`src/rtl/pwcap_pkg.sv`:
```
package pwcap_pkg;

    typedef enum logic [1:0] {
        ST_OFF        = 2'd0,
        ST_WAIT_LEAD  = 2'd1,
        ST_WAIT_TRAIL = 2'd2
    } cap_state_e;

    localparam int ADDR_W = 2;

    localparam logic [ADDR_W-1:0] A_CTRL   = 2'd0;
    localparam logic [ADDR_W-1:0] A_STATUS = 2'd1;
    localparam logic [ADDR_W-1:0] A_LEAD   = 2'd2;
    localparam logic [ADDR_W-1:0] A_TRAIL  = 2'd3;

    localparam int CB_EN    = 0;
    localparam int CB_POL   = 1;
    localparam int CB_FIRST = 2;
    localparam int CTRL_W   = 3;

    localparam int SB_PEND  = 0;
    localparam int SB_OVR   = 1;
    localparam int SB_ARMED = 2;

endpackage

```
`src/rtl/pwcap_sync_edge.sv`:
```
module pwcap_sync_edge #(
    parameter int STAGES = 2
) (
    input  logic clk,
    input  logic rst_n,
    input  logic pin_i,
    output logic rise_o,
    output logic fall_o
);

    logic [STAGES-1:0] shift_q;
    logic              prev_q;
    logic              lvl;

    always_ff @(posedge clk or negedge rst_n) begin
        if (!rst_n) begin
            shift_q <= '0;
            prev_q  <= 1'b0;
        end else begin
            shift_q <= {shift_q[STAGES-2:0], pin_i};
            prev_q  <= shift_q[STAGES-1];
        end
    end

    assign lvl    = shift_q[STAGES-1];
    assign rise_o = lvl & ~prev_q;
    assign fall_o = ~lvl & prev_q;

endmodule

```
`src/rtl/pwcap_fsm.sv`:
```
module pwcap_fsm
    import pwcap_pkg::*;
(
    input  logic clk,
    input  logic rst_n,
    input  logic en_i,
    input  logic pol_i,
    input  logic rise_i,
    input  logic fall_i,
    output logic cap_stage_o,
    output logic cap_pair_o,
    output logic armed_o
);

    cap_state_e state_q, state_d;
    logic       lead_edge, trail_edge;

    assign lead_edge  = pol_i ? fall_i : rise_i;
    assign trail_edge = pol_i ? rise_i : fall_i;

    always_ff @(posedge clk or negedge rst_n) begin
        if (!rst_n) state_q <= ST_OFF;
        else        state_q <= state_d;
    end

    always_comb begin
        state_d = state_q;
        if (!en_i) begin
            state_d = ST_OFF;
        end else begin
            unique case (state_q)
                ST_OFF:        state_d = ST_WAIT_LEAD;
                ST_WAIT_LEAD:  if (lead_edge)  state_d = ST_WAIT_TRAIL;
                ST_WAIT_TRAIL: if (trail_edge) state_d = ST_WAIT_LEAD;
                default:       state_d = ST_OFF;
            endcase
        end
    end

    always_comb begin
        cap_stage_o = 1'b0;
        cap_pair_o  = 1'b0;
        armed_o     = 1'b0;
        unique case (state_q)
            ST_OFF: ;
            ST_WAIT_LEAD:  cap_stage_o = lead_edge;
            ST_WAIT_TRAIL: begin
                cap_pair_o = trail_edge;
                armed_o    = 1'b1;
            end
            default: ;
        endcase
    end

endmodule

```
`src/rtl/pwcap_regs.sv`:
```
module pwcap_regs
    import pwcap_pkg::*;
#(
    parameter int CNT_W = 16
) (
    input  logic              clk,
    input  logic              rst_n,
    input  logic [CNT_W-1:0]  cnt_i,
    input  logic              cap_stage_i,
    input  logic              cap_pair_i,
    input  logic              armed_i,
    input  logic [ADDR_W-1:0] addr_i,
    input  logic              wr_i,
    input  logic [CNT_W-1:0]  wdata_i,
    output logic [CNT_W-1:0]  rdata_o,
    output logic              en_o,
    output logic              pol_o,
    output logic              pend_o,
    output logic              ovr_o,
    output logic [CNT_W-1:0]  lead_o,
    output logic [CNT_W-1:0]  trail_o,
    output logic [CNT_W-1:0]  stage_o
);

    logic [CTRL_W-1:0] ctrl_q;
    logic [CNT_W-1:0]  stage_q, lead_q, trail_q;
    logic              pend_q, ovr_q;
    logic              wr_ctrl, clr_pend, clr_ovr, set_pend;

    assign wr_ctrl  = wr_i && (addr_i == A_CTRL);
    assign clr_pend = wr_i && (addr_i == A_STATUS) && wdata_i[SB_PEND];
    assign clr_ovr  = wr_i && (addr_i == A_STATUS) && wdata_i[SB_OVR];
    assign set_pend = cap_pair_i || (cap_stage_i && ctrl_q[CB_FIRST]);

    always_ff @(posedge clk or negedge rst_n) begin
        if (!rst_n) begin
            ctrl_q <= '0;
        end else if (wr_ctrl) begin
            ctrl_q <= wdata_i[CTRL_W-1:0];
        end
    end

    always_ff @(posedge clk or negedge rst_n) begin
        if (!rst_n) begin
            stage_q <= '0;
            lead_q  <= '0;
            trail_q <= '0;
        end else begin
            if (cap_stage_i) stage_q <= cnt_i;
            if (cap_pair_i) begin
                lead_q  <= stage_q;
                trail_q <= cnt_i;
            end
        end
    end

    always_ff @(posedge clk or negedge rst_n) begin
        if (!rst_n) begin
            pend_q <= 1'b0;
            ovr_q  <= 1'b0;
        end else begin
            if (set_pend)      pend_q <= 1'b1;
            else if (clr_pend) pend_q <= 1'b0;
            if (cap_pair_i && pend_q) ovr_q <= 1'b1;
            else if (clr_ovr)         ovr_q <= 1'b0;
        end
    end

    always_comb begin
        rdata_o = '0;
        unique case (addr_i)
            A_CTRL:   rdata_o[CTRL_W-1:0] = ctrl_q;
            A_STATUS: begin
                rdata_o[SB_PEND]  = pend_q;
                rdata_o[SB_OVR]   = ovr_q;
                rdata_o[SB_ARMED] = armed_i;
            end
            A_LEAD:   rdata_o = lead_q;
            A_TRAIL:  rdata_o = trail_q;
            default:  rdata_o = '0;
        endcase
    end

    assign en_o    = ctrl_q[CB_EN];
    assign pol_o   = ctrl_q[CB_POL];
    assign pend_o  = pend_q;
    assign ovr_o   = ovr_q;
    assign lead_o  = lead_q;
    assign trail_o = trail_q;
    assign stage_o = stage_q;

endmodule

```
`src/rtl/pwcap_top.sv`:
```
module pwcap_top
    import pwcap_pkg::*;
#(
    parameter int CNT_W       = 16,
    parameter int SYNC_STAGES = 2
) (
    input  logic              clk,
    input  logic              rst_n,
    input  logic [CNT_W-1:0]  cnt_bus,
    input  logic              pin_in,
    input  logic [ADDR_W-1:0] reg_addr,
    input  logic              reg_wr,
    input  logic [CNT_W-1:0]  reg_wdata,
    output logic [CNT_W-1:0]  reg_rdata,
    output logic              irq
);

    logic             rise, fall;
    logic             cap_stage, cap_pair, armed;
    logic             ctl_en, ctl_pol, pend, ovr;
    logic [CNT_W-1:0] lead_q, trail_q, stage_q;

    pwcap_sync_edge #(.STAGES(SYNC_STAGES)) u_sync (
        .clk    (clk),
        .rst_n  (rst_n),
        .pin_i  (pin_in),
        .rise_o (rise),
        .fall_o (fall)
    );

    pwcap_fsm u_fsm (
        .clk         (clk),
        .rst_n       (rst_n),
        .en_i        (ctl_en),
        .pol_i       (ctl_pol),
        .rise_i      (rise),
        .fall_i      (fall),
        .cap_stage_o (cap_stage),
        .cap_pair_o  (cap_pair),
        .armed_o     (armed)
    );

    pwcap_regs #(.CNT_W(CNT_W)) u_regs (
        .clk         (clk),
        .rst_n       (rst_n),
        .cnt_i       (cnt_bus),
        .cap_stage_i (cap_stage),
        .cap_pair_i  (cap_pair),
        .armed_i     (armed),
        .addr_i      (reg_addr),
        .wr_i        (reg_wr),
        .wdata_i     (reg_wdata),
        .rdata_o     (reg_rdata),
        .en_o        (ctl_en),
        .pol_o       (ctl_pol),
        .pend_o      (pend),
        .ovr_o       (ovr),
        .lead_o      (lead_q),
        .trail_o     (trail_q),
        .stage_o     (stage_q)
    );

    assign irq = pend;

endmodule

```
`config.mk`:
```
export PLATFORM = sky130hd
export DESIGN_NAME = pwcap_top
export DESIGN_NICKNAME = d
export VERILOG_FILES = /design/src/rtl/pwcap_pkg.sv /design/src/rtl/pwcap_sync_edge.sv /design/src/rtl/pwcap_fsm.sv /design/src/rtl/pwcap_regs.sv /design/src/rtl/pwcap_top.sv
export SDC_FILE = /design/constraint.sdc
export NUM_CORES = 1
export LEC_CHECK = 0
export BUFFER_PORTS_ARGS = -buffer_cell sky130_fd_sc_hd__clkbuf_2
export CAP_MARGIN = 0
export CORE_MARGIN = 2
export CORE_UTILIZATION = 45
export DETAILED_ROUTE_END_ITERATION = 7
export PLACE_DENSITY_LB_ADDON = 0.12
export SYNTH_ARGS = -nofsm -noshare
export SYNTH_HDL_FRONTEND = slang
export SYNTH_SLANG_ARGS = --single-unit
```
`constraint.sdc`:
```
create_clock -name clk -period 2.5 [get_ports clk]
set_input_delay 0.125 -clock clk [delete_from_list [all_inputs] [get_ports clk]]
set_output_delay 0.125 -clock clk [all_outputs]
set_load 0.01 [all_outputs]
```
Yosys cells after proc, flatten, opt, wreduce, memory -nomap -nowiden
Index checks and enable logic that the tools add are counted.
- flip-flop bits (word level): 58
- bits in latches: 0
- RAM bits: 0
- bits in read-only memories: 0
- input bits: 38
- output and inout port bits: 17
- logic and storage cells: 47
- memories: 0
- add/sub/neg operators: 0
- multiply operators: 0
- div/mod/pow operators: 0
- order comparisons: 0
- equality and inequality tests: 7
- shift-type cells: 0
- multiplexer cells: 15
- bitwise logic cells: 4
- reduce and logical (&&, ||, !) cells: 12
- operator list (kind ; number):
    $pmux W13 S2 ; 1
    $pmux W3 S4 ; 1
    $mux W1 ; 9
    $eq A2 B2 Y1 const B ; 3
    $logic_and A1 B1 Y1 ; 6
    $mux W2 ; 3
    $ne A3 B3 Y1 const B ; 2
    $pmux W2 S3 ; 1
    $eq A2 B1 Y1 const B ; 2
    $logic_not A2 Y1 ; 2
    $reduce_bool A2 Y1 ; 2
    $and A1 B1 Y1 ; 2
    $not A1 Y1 ; 2
    $reduce_and A2 Y1 ; 1
    $logic_or A1 B1 Y1 ; 1

Depth between registers and ports, before layout
- depth in word-level cells: 7
- gate-level depth with buffers: 5
- mapped depth without buffers: 3

Cells and area by module
From an unflattened synthesis, not the netlist that was laid out.
- cells, all modules: 169
- area total of the unflattened synthesis: 2560.0 um2
- by module, submodules not included (module ; times used ; cells an instance ; area each (um2) ; sequential area each (um2)):
    pwcap_regs ; 1 ; 148 ; 2318.5 ; 1326.3
    pwcap_fsm ; 1 ; 16 ; 151.4 ; 50.0
    pwcap_sync_edge ; 1 ; 5 ; 90.1 ; 75.1

Worst setup path before layout
OpenSTA, ideal clock, no wires.
- path type: register -> register
- start: reg u_sync.shift_q[1]
- end: reg u_regs.trail_q[0] (netlist: u_regs.trail_o[0])
- library setup time: 125 ps
- arrival: 1641 ps
- data required time: 2375 ps
- setup slack: 734 ps
- cell stages (with the launch flop): 6
- path buffers: 2
- period minus slack after synthesis: 1766 ps
- path through: dfrtp_1 buf_2 or3b_4 a21oi_4 buf_6 mux2_2
- cells in the longest elaborated chain, start to end: 4
- elaborated cells on any way between the ends: 5
- classes of those cells: mux (2); bitwise (3)
- ends and longest elaborated chain (what ; line ; RTL):
    start, declared ; pwcap_sync_edge.sv:11 ; logic [STAGES-1:0] shift_q;
    start signal, assigned ; pwcap_sync_edge.sv:20 ; shift_q <= {shift_q[STAGES-2:0], pin_i};
    $not A1 Y1 ; pwcap_sync_edge.sv:27 ; assign fall_o = ~lvl & prev_q;
    $and A1 B1 Y1 ; pwcap_sync_edge.sv:27 ;
    $mux W1 * ; pwcap_fsm.sv:19 ; assign trail_edge = pol_i ? rise_i : fall_i;
    $mux W1 * ; pwcap_fsm.sv:44 ; unique case (state_q)
    end signal, assigned ; pwcap_regs.sv:52 ; trail_q <= cnt_i;
    end, declared ; pwcap_regs.sv:26 ; logic [CNT_W-1:0] stage_q, lead_q, trail_q;
Every way passes the cells marked *; elsewhere a longest branch is shown, timed or not.
A chain may end at the register's enable or synchronous reset.

Worst setup path after layout
- start: reg u_regs.ctrl_q[1]
- end: reg u_regs.trail_q[6] (netlist: u_regs.trail_o[6])
- cells in the longest elaborated chain, start to end: 2
- ends and longest elaborated chain (what ; line ; RTL):
    start, declared ; pwcap_regs.sv:25 ; logic [CTRL_W-1:0] ctrl_q;
    start signal, assigned ; pwcap_regs.sv:39 ; ctrl_q <= wdata_i[CTRL_W-1:0];
    $mux W1 ; pwcap_fsm.sv:19 ;
    $mux W1 ; pwcap_fsm.sv:44 ;
Every way passes these cells.

==> results.tsv <==
stage	metric	value	unit
sta	maxSlewHeadroom	28.0	%
clocking	cts_tree	yes	
logic_synthesis	netlist_area	2580	um2
setup_path	crit_arrival	2.22	ns
placed_design	place_ws	0.489	ns
die	ios	55	
power_and_ir_drop	power.density	996	nW/um2
setup_path	worstPathRequired	2.70	ns
placed_design	dp_hpwl	3.35	mm
logic_synthesis	yosys_warnings	0	
final_layout	final_common_cell	dfrtp_1	
power_and_ir_drop	p_leak	1.43	nW
routing	drcViolationCount	0	
final_layout	finish.net_count	264	
hold_path	hp-class	primary input to asynchronous set/reset pin	
routing	ant_nets	0	
setup_path	critPathLaunch	u_regs.ctrl_q[1]$_DFFE_PN0P_	
logic_synthesis	avgSynthCellArea	14.4	um2
setup_path	endpoint	u_regs.trail_o[6]$_DFFE_PN0P_	
clocking	root_buffer	clkbuf_8	
die	die_h	79.7	um
final_layout	antenna_cells	0	
clocking	h-tree-depth	3	
clocking	clkTransAtPathRegs	0.06	ns
run_status	status	finished, violations left	
global_routing	grt_usage	17.2	%
die	dieArea	6350	um2
sta	max_freq	494	MHz
sta	fin_setup_tns	0	ns
setup_path	timing.rr.start	u_regs.ctrl_q[1]$_DFFE_PN0P_	
power_and_ir_drop	ir_worst_vdd	527	uV
clocking	cts_num_sinks	58	
final_layout	area_growth	16.8	%
sta	worst_slack	0.476	ns
sta	hold_viol	8	
clocking	cts_setup_buffers	0	
setup_path	worst_setup_path_start_kind	flip-flop	
logic_synthesis	yosysSeqAreaShare	56.3	%
die	die_x	79.7	um
logic_synthesis	ys_seq_elements	58	
logic_synthesis	synth_cell_types	29	
sta	fin_crit	2.02	ns
run_status	violations	hold timing	
final_layout	layout-drive-gt1-share	49.1	%
routing	routed_wl	4.94	mm
setup_path	crit_type	flip-flop to flip-flop	
sta	worst-slew-pin-transition	1.08	ns
placed_design	io_buffers	41	
logic_synthesis	syn-num-nets	217	
logic_synthesis	syn_inst	179	
sta	rsz0062_at_grt	false	
global_routing	grt_pass1_vias	1788	
flow_run	cap_viol_max_count	0	
clocking	clk-insertion-delay-late	0.32	ns
clocking	clk_path_buf_depth	2	
die	core_area	5510	um2
sta	fin_worst_skew	0.00676	ns
routing	drt_iter0_markers	76	
clocking	cts_made_buffers	9	
placed_design	dpl_cell_area	2830	um2
global_routing	antenna_found_initial	0	
setup_path	r2r-end	u_regs.trail_o[6]$_DFFE_PN0P_	
sta	setup_viol	0	
final_layout	layout_common_cells	58 x dfrtp_1, 49 x mux2_2, 41 x clkbuf_2	
final_layout	finish.instance_area	3010	um2
routing	first_pass_iters	4	
routing	wire_per_inst	16.4	um
global_routing	grt-ovfl-total	0	
global_routing	grt_pass1_wl	8.13	mm
setup_path	reg2regPathDepth	4	
routing	viasPerCell	5.41	
setup_path	reg2reg_setup_slack	0.48	ns
sta	post-route-period-util	80.9	%
clocking	post_cts_resized	0	
global_routing	grt_max_degree	44	
sta	finalHoldWorstSlack	-0.00388	ns
routing	dr_total_vias	1633	
placed_design	place.gp.congestion	0.694	
die	rows	27	
die	initial_utilization	46.8	%
setup_path	critPathMaxFanout	34	
setup_path	end_kind	flip-flop	
sta	slew_violations	0	
[through the flow]
step	instances	utilization [%]	hold WS, ns	power, mW
after floorplan	179	-	-0.171	2.03
after global placement	286	51.4	0.236	2.21
after detailed placement	286	51.4	0.235	2.30
after CTS	302	54.7	0.0189	3.04
after global routing	302	54.7	0.0271	3.21
final	302	54.7	-0.00388	3.00
[cells by family after synthesis]
kind of cell	after synthesis	synth area share, %
DFF	58	56.3
and+or+nand+nor	31	7.52
muxes	66	29.5
buffers and inverters	11	2.77
AOI/OAI and AO/OA	13	3.93
[flip-flops by register name (all words and copies together) (netlist names)]
name / count
u_regs.lead_o: 16
u_regs.stage_o: 16
u_regs.trail_o: 16
u_regs.ctrl_q: 3
u_fsm.state_q: 2
u_sync.shift_q: 2
u_regs.ovr_o: 1
u_regs.pend_o: 1
u_sync.prev_q: 1
[critical path, stage by stage, from the launching register on]
cell and delay [ns]:
dfrtp_1 0.47, or3b_4 0.46, a21oi_4 0.15, buf_4 0.41, mux2_2 0.40
[cell type report]
cell class | instances | area, um2
Inverter | 2 | 7.51
Timing Repair Buffer | 45 | 238
Sequential cell | 58 | 1450
Tap cell | 72 | 90.1
Multi-Input combinational cell | 110 | 1060
Clock buffer | 12 | 155
Fill cell | 460 | 2490
Clock inverter | 3 | 15.0
[Yosys cell counts, drive strengths merged]
library cell	instances	area, um2
a21o	2	15.0
mux2	50	563
mux4	3	67.6
clkbuf	2	7.51
a2111oi	1	8.76
a21oi	3	30.0
or3b	2	20.0
dfrtp	58	1450
nor2	3	11.3
a311oi	1	8.76
buf	7	56.3
nor3b	1	7.51
nand3b	2	15.0
a221o	1	10.0
and3b	1	8.76
mux2i	13	130
nor4bb	1	10.0
a22o	1	8.76
nand2b	3	18.8
nor2b	14	87.6
inv	2	7.51
o21ai	4	20.0
nand2	4	15.0
[worst min path at each step]
stage                      from                        endpoint  slack (ns)  depth (start not counted)
floorplan                 rst_n    u_fsm.state_q[0]$_DFFE_PN0P_       -0.17                          0
global placement         pin_in     u_sync.shift_q[0]$_DFF_PN0_        0.24                          1
detailed placement       pin_in     u_sync.shift_q[0]$_DFF_PN0_        0.24                          1
CTS                       rst_n     u_sync.shift_q[0]$_DFF_PN0_        0.02                          1
global route        cnt_bus[11]  u_regs.trail_o[11]$_DFFE_PN0P_        0.03                          2
finish                    rst_n     u_sync.shift_q[0]$_DFF_PN0_      -0.004                          1
[routing by layer]
metal	GRT usage [%]	vias up	part of all wire (%)
li1	-	735	-
met5	0	-	0
met4	8.45	0	0.67
met2	30.8	50	56
met1	18.8	844	38
met3	4.19	4	5.5
[power by group]
group,switching [mW],total [mW],internal (mW)
Clock,0.330,0.733,0.403
Sequential,0.210,1.53,1.32
Combinational,0.287,0.732,0.445
Total,0.827,3.00,2.17
[timing repair]
| item | 4_1_cts | 5_1_grt |
|---|---|---|
| hold buffers | 1 | 0 |
| hold endpoints to repair | 1 | 0 |
| endpoints found under the setup margin | 0 | 0 |
Note: power is estimated with default switching activity, not from simulation.
